[config.mk]
export PLATFORM = sky130hd
export DESIGN_NAME = bemf_pll
export DESIGN_NICKNAME = d
export VERILOG_FILES = /design/src/rtl/bemf_pkg.sv /design/src/rtl/bemf_phase_det.sv /design/src/rtl/bemf_loop_filter.sv /design/src/rtl/bemf_nco.sv /design/src/rtl/bemf_pll.sv
export SDC_FILE = /design/constraint.sdc
export NUM_CORES = 1
export LEC_CHECK = 0
export CAP_MARGIN = 15
export CORE_MARGIN = 2
export CORE_UTILIZATION = 45
export CTS_BUF_LIST = sky130_fd_sc_hd__clkbuf_4 sky130_fd_sc_hd__clkbuf_8
export DETAILED_ROUTE_END_ITERATION = 10
export DONT_BUFFER_PORTS = 1
export GPL_ROUTABILITY_DRIVEN = 0
export PLACE_DENSITY_LB_ADDON = 0.3
export SETUP_SLACK_MARGIN = 0.02
export SYNTH_ARGS = -nofsm -noshare
export SYNTH_HDL_FRONTEND = slang
export SYNTH_SLANG_ARGS = --single-unit
[constraint.sdc]
create_clock -name clk -period 18.8 [get_ports clk]
set_input_delay 0.94 -clock clk [delete_from_list [all_inputs] [get_ports clk]]
set_output_delay 0.94 -clock clk [all_outputs]
set_load 0.005 [all_outputs]
[src/rtl/bemf_pkg.sv]
package bemf_pkg;

    typedef enum logic [2:0] {
        ST_R = 3'd0,
        ST_A = 3'd1,
        ST_B = 3'd2,
        ST_C = 3'd3,
        ST_D = 3'd4,
        ST_E = 3'd5,
        ST_F = 3'd6
    } comm_t;

    localparam logic [1:0] MD_RAMP = 2'd1;
    localparam logic [1:0] MD_RUN  = 2'd2;

endpackage

[src/rtl/bemf_phase_det.sv]
module bemf_phase_det
    import bemf_pkg::*;
#(
    parameter int SAMPLE_W = 10,
    localparam int ERR_W   = SAMPLE_W + 2
) (
    input  comm_t                      state,
    input  logic                       enable,
    input  logic [SAMPLE_W-1:0]        ph_a,
    input  logic [SAMPLE_W-1:0]        ph_b,
    input  logic [SAMPLE_W-1:0]        ph_c,
    output logic signed [ERR_W-1:0]    err
);

    logic [ERR_W-1:0]        sum3;
    logic [ERR_W-1:0]        star;
    logic [SAMPLE_W-1:0]     floating;
    logic                    invert;
    logic signed [ERR_W-1:0] diff;

    // Virtual star point from the three terminal samples
    always_comb begin
        sum3 = ERR_W'(ph_a) + ERR_W'(ph_b) + ERR_W'(ph_c);
        star = sum3 / ERR_W'(3);
    end

    // Floating terminal and the sign correction for each step
    always_comb begin
        unique case (state)
            ST_A:    begin floating = ph_b; invert = 1'b0; end
            ST_B:    begin floating = ph_a; invert = 1'b1; end
            ST_C:    begin floating = ph_c; invert = 1'b0; end
            ST_D:    begin floating = ph_b; invert = 1'b1; end
            ST_E:    begin floating = ph_a; invert = 1'b0; end
            ST_F:    begin floating = ph_c; invert = 1'b1; end
            default: begin floating = '0;   invert = 1'b0; end
        endcase
    end

    always_comb begin
        diff = $signed({2'b00, floating}) - $signed(star);
        if (!enable || state == ST_R)
            err = '0;
        else if (invert)
            err = -diff;
        else
            err = diff;
    end

endmodule

[src/rtl/bemf_loop_filter.sv]
module bemf_loop_filter #(
    parameter int ERR_W     = 12,
    parameter int FREQ_W    = 16,
    parameter int KP_SH     = 4,
    parameter int KI_SH     = 0,
    parameter int RAMP_STEP = 256,
    localparam int WIDE     = FREQ_W + ERR_W + KP_SH + KI_SH + 2
) (
    input  logic                     clk,
    input  logic                     rst_n,
    input  logic                     clear,
    input  logic                     ramp,
    input  logic                     run,
    input  logic                     stb,
    input  logic signed [ERR_W-1:0]  err,
    output logic [FREQ_W-1:0]        freq_word
);

    localparam logic [FREQ_W-1:0]      WORD_MAX = '1;
    localparam logic signed [WIDE-1:0] MAX_X    = $signed({{(WIDE-FREQ_W){1'b0}}, WORD_MAX});
    localparam logic signed [WIDE-1:0] STEP_X   = WIDE'(RAMP_STEP);

    function automatic logic [FREQ_W-1:0] clamp(input logic signed [WIDE-1:0] v);
        if (v[WIDE-1])
            return '0;
        if (v > MAX_X)
            return WORD_MAX;
        return v[FREQ_W-1:0];
    endfunction

    logic [FREQ_W-1:0]      integ;
    logic signed [WIDE-1:0] err_x;
    logic signed [WIDE-1:0] integ_x;
    logic signed [WIDE-1:0] inew_x;
    logic [FREQ_W-1:0]      integ_run;
    logic [FREQ_W-1:0]      freq_run;
    logic [FREQ_W-1:0]      integ_ramp;

    always_comb begin
        err_x      = {{(WIDE-ERR_W){err[ERR_W-1]}}, err};
        integ_x    = $signed({{(WIDE-FREQ_W){1'b0}}, integ});
        integ_run  = clamp(integ_x + (err_x <<< KI_SH));
        inew_x     = $signed({{(WIDE-FREQ_W){1'b0}}, integ_run});
        freq_run   = clamp(inew_x + (err_x <<< KP_SH));
        integ_ramp = clamp(integ_x + STEP_X);
    end

    always_ff @(posedge clk or negedge rst_n) begin
        if (!rst_n) begin
            integ     <= '0;
            freq_word <= '0;
        end else if (clear) begin
            integ     <= '0;
            freq_word <= '0;
        end else if (stb && ramp) begin
            integ     <= integ_ramp;
            freq_word <= integ_ramp;
        end else if (stb && run) begin
            integ     <= integ_run;
            freq_word <= freq_run;
        end
    end

endmodule

[src/rtl/bemf_nco.sv]
module bemf_nco #(
    parameter int FREQ_W = 16,
    parameter int ACC_W  = 24
) (
    input  logic              clk,
    input  logic              rst_n,
    input  logic              clear,
    input  logic [FREQ_W-1:0] freq_word,
    output logic              step,
    output logic              tach
);

    logic [ACC_W-1:0] acc;
    logic [ACC_W:0]   acc_sum;

    always_comb acc_sum = {1'b0, acc} + {{(ACC_W+1-FREQ_W){1'b0}}, freq_word};

    always_ff @(posedge clk or negedge rst_n) begin
        if (!rst_n) begin
            acc  <= '0;
            step <= 1'b0;
        end else if (clear) begin
            acc  <= '0;
            step <= 1'b0;
        end else begin
            acc  <= acc_sum[ACC_W-1:0];
            step <= acc_sum[ACC_W];
        end
    end

    assign tach = acc[ACC_W-1];

endmodule

[src/rtl/bemf_pll.sv]
module bemf_pll
    import bemf_pkg::*;
#(
    parameter int SAMPLE_W  = 10,
    parameter int FREQ_W    = 16,
    parameter int ACC_W     = 24,
    parameter int KP_SH     = 4,
    parameter int KI_SH     = 0,
    parameter int RAMP_STEP = 256,
    localparam int ERR_W    = SAMPLE_W + 2
) (
    input  logic                clk,
    input  logic                rst_n,
    input  logic [1:0]          mode,
    input  logic                sample_stb,
    input  logic [SAMPLE_W-1:0] ph_a,
    input  logic [SAMPLE_W-1:0] ph_b,
    input  logic [SAMPLE_W-1:0] ph_c,
    output logic [2:0]          comm_state,
    output logic [FREQ_W-1:0]   freq_word,
    output logic                step_pulse,
    output logic                tach
);

    comm_t                   state_q;
    comm_t                   state_d;
    logic                    in_ramp;
    logic                    in_run;
    logic                    in_align;
    logic signed [ERR_W-1:0] pd_err;

    assign in_ramp  = (mode == MD_RAMP);
    assign in_run   = (mode == MD_RUN);
    assign in_align = !(in_ramp || in_run);

    // State register
    always_ff @(posedge clk or negedge rst_n) begin
        if (!rst_n)
            state_q <= ST_R;
        else
            state_q <= state_d;
    end

    // Transitions
    always_comb begin
        state_d = state_q;
        if (in_align) begin
            state_d = ST_R;
        end else if (step_pulse) begin
            unique case (state_q)
                ST_R:    state_d = ST_A;
                ST_A:    state_d = ST_B;
                ST_B:    state_d = ST_C;
                ST_C:    state_d = ST_D;
                ST_D:    state_d = ST_E;
                ST_E:    state_d = ST_F;
                ST_F:    state_d = ST_A;
                default: state_d = ST_R;
            endcase
        end
    end

    // Outputs
    always_comb comm_state = state_q;

    bemf_phase_det #(
        .SAMPLE_W (SAMPLE_W)
    ) i_phase_det (
        .state  (state_q),
        .enable (in_run),
        .ph_a   (ph_a),
        .ph_b   (ph_b),
        .ph_c   (ph_c),
        .err    (pd_err)
    );

    bemf_loop_filter #(
        .ERR_W     (ERR_W),
        .FREQ_W    (FREQ_W),
        .KP_SH     (KP_SH),
        .KI_SH     (KI_SH),
        .RAMP_STEP (RAMP_STEP)
    ) i_loop_filter (
        .clk       (clk),
        .rst_n     (rst_n),
        .clear     (in_align),
        .ramp      (in_ramp),
        .run       (in_run),
        .stb       (sample_stb),
        .err       (pd_err),
        .freq_word (freq_word)
    );

    bemf_nco #(
        .FREQ_W (FREQ_W),
        .ACC_W  (ACC_W)
    ) i_nco (
        .clk       (clk),
        .rst_n     (rst_n),
        .clear     (in_align),
        .freq_word (freq_word),
        .step      (step_pulse),
        .tach      (tach)
    );

endmodule

==> run summary <==
Yosys warns: 0
Post-Route WL: 20.50 mm
Post-route cell area: 8128 um^2
Starting DRT DRC Count: 507
Largest net degree at the start of global routing: 61
Most frequent CP cell: a21oi_1
Max-slew headroom: 24.66%
Final period util: 81.94%
DP Worst Slack: 3.281 ns
Synthesized instance count: 1008
Sw Ratio: 49.91%
Root buffer cell: clkbuf_8
Die H: 135.3 um
Power Dens Cells: 116.4 nW/um^2
Crit path max-delay cell type: xnor2_1
RSZ-0062 raised after global routing: no
WP data required: 19.01 ns
Final setup TNS: 0 ns
Setup crit start kind: input pin
Post-CTS Setup Bufs: 0
Hold Buf Count CTS: 0
DR pass1 iterations: 5
LEAKAGE: 0.003463 uW
Final Non-Filler Cells: 1219
Fillers: 1702
Layout cells sized above 1: 6.539%
Row count: 48
Vias per cell: 6.112
Synth Register Bits: 60
Critical path type: in -> reg
Final hold vios: 0
FF-to-FF End: i_loop_filter.freq_word[2]
Setup-failing EPs final: 0
Reg2reg start: comm_state[0]
Core area: 17060 um^2
CP top delay family: compound AO/OA/AOI/OAI gates
Antenna violations before repair: 0
Cell variety after synth: 89
Grt total ovfl: 0
Die Width: 135.3 um
Post-route setup slack: 3.395 ns
Worst R2R Path Depth: 34
Post-Place Cell Area: 7926 um^2
Clock period minus worst slack: 15.40 ns
Commonest cells after routing, fill and taps aside: 108 x nor2_1, 96 x nand2_1, 90 x a21oi_1
TritonCTS buffer count: 9
Primary FF master, synth: dfrtp_1
Clock Tree Buf Depth: 2
Most common cell after layout, fill and taps aside: nor2_1
Routed WL per cell: 16.81 um
Pint: 473.8 uW
HPWL after detailed placement: 16.03 mm
Combinational power share: 70.6%
Slew @ Worst Pin: 1.122 ns
Net Switching: 472.1 uW
Clock Latency Late Sink: 0.35 ns
EDFF count, synth: 0
Worst path buffer plus inverter count: 4
Syn avg cell area: 7.701 um^2
Async S/R FF share, synth: 100.0%
Worst Hold Class: in -> async
Final ANT Viol Nets: 0
Post-route DRC: 0
IO Port Bufs: 0
# clock sinks: 60
Slew Limit Fails: 0
Synth-to-layout area growth: 4.707%
Status: finished, final reports clean
GRT Util Overall: 22.61%
First-pass GRT wire length: 34.20 mm
Starting Density: 45.51%
Max Cap Violations: 0
Longest individual stage delay on the worst path: 0.79 ns
Hold Worst Slack: 0.2694 ns
Mapped Area: 7762 um^2
Sequential area share after synthesis: 19.34%
Area taken by multi-input logic gates: 5914 um^2
Vias: 7450
CTS tree: built
# diodes: 0
Crit-path max FO: 16
Reg2reg setup slack: 9.37 ns
Crit end category: register
Placed cell count: 1203
Cts repair resizes: 0
Fmax: 0.06491 GHz
# nets final: 1099
Number of global-route vias before repair: 6970
H-tree depth: 3
Seq. cell area: 1501 um^2
Clock skew: 0.01403 ns
Worst-path clk slew: 0.08 ns
IR drop worst, VDD: 0.09050 mV
Worst EP arrival: 15.61 ns
Flop pwr share: 16.6%
I/O pin total: 56
Die ar.: 18320 um^2
Clk pwr share: 12.8%
Syn_nets: 1118
==> metrics by stage <==
step	utilization [%]	total power (uW)
4_1_cts	47.65	943.9
2_1_floorplan	-	707.8
3_5_place_dp	46.47	819.8
3_3_place_gp	46.47	809.0
5_1_grt	47.65	1042
6_report	47.65	945.8
==> state kept, by name (all words and copies together), names as in the netlist <==
signal and count:
comm_state 3, i_loop_filter.freq_word 16, i_loop_filter.integ 16, i_nco.acc 24, i_nco.step 1
==> kinds of logic after synthesis <==
logic type | after synthesis | synth area share, %
AOI/OAI and AO/OA | 355 | 31.83
and+or+nand+nor | 340 | 20.84
buffers and inverters | 87 | 4.497
adders and majority gates | 79 | 13.22
xor gates and xnor gates | 72 | 8.301
DFF | 60 | 19.34
muxes | 15 | 1.966
==> power groups by stage <==
stage	Combinational [uW]	Clock, uW	Sequential [uW]
floorplan	554	0	153
global placement	650	0	159
detailed placement	660	0	160
CTS	663	123	157
global route	754	129	159
finish	668	121	157
==> how the worst max path moves through the flow <==
stage	from	endpoint	slack (ns)	cells after the start
after global routing	ph_a[1]	i_loop_filter.freq_word[1]	1.85	63
final	ph_a[1]	i_loop_filter.freq_word[2]	3.40	63
after CTS	ph_a[1]	i_loop_filter.freq_word[1]	3.54	64
after global placement	ph_a[1]	i_loop_filter.freq_word[3]	3.64	64
after floorplan	ph_a[1]	i_loop_filter.freq_word[14]	5.39	67
after detailed placement	ph_a[1]	i_loop_filter.freq_word[3]	3.28	64
==> metal layers <==
layer  share of wire (%)  track usage [%]  vias up
met5                   0                0        -
met4                 1.5            5.035        0
met3                 5.2            3.367       29
met2                  45            35.87      221
met1                  48            32.50     3497
li1                    -                -     3703
==> layout make-up <==
type                       count  area share (%)
multi-input combinational    861           72.77
sequential                    60           18.47
tap                          225           3.464
inverter                      53           2.448
clock buffer                  10           1.693
clock inverter                 6          0.7851
timing repair buffer           4          0.3695
==> Yosys cell counts, drive strengths merged (8+ instances only) <==
master	instances	area, um^2
buf	8	52.54
a211oi	14	115.1
nor2b	11	68.82
dfrtp	60	1501
nand2	96	360.4
a21o	19	142.6
inv	53	198.9
a31oi	15	100.1
nor3	28	140.1
or3	11	78.82
mux2i	13	130.1
a32oi	10	87.58
xnor2	51	446.7
o21a	13	97.59
o21bai	9	67.56
ha	69	863.3
clkbuf	26	97.59
and3	9	61.31
nor2	109	409.1
nand2b	12	75.07
and2	13	81.33
o31ai	11	82.58
o22a	9	78.83
nand3	21	105.1
o21ai	80	411.7
o211ai	15	122.6
xor2	20	175.2
a21oi	93	476.7
Note: power is estimated with default switching activity, not from simulation.
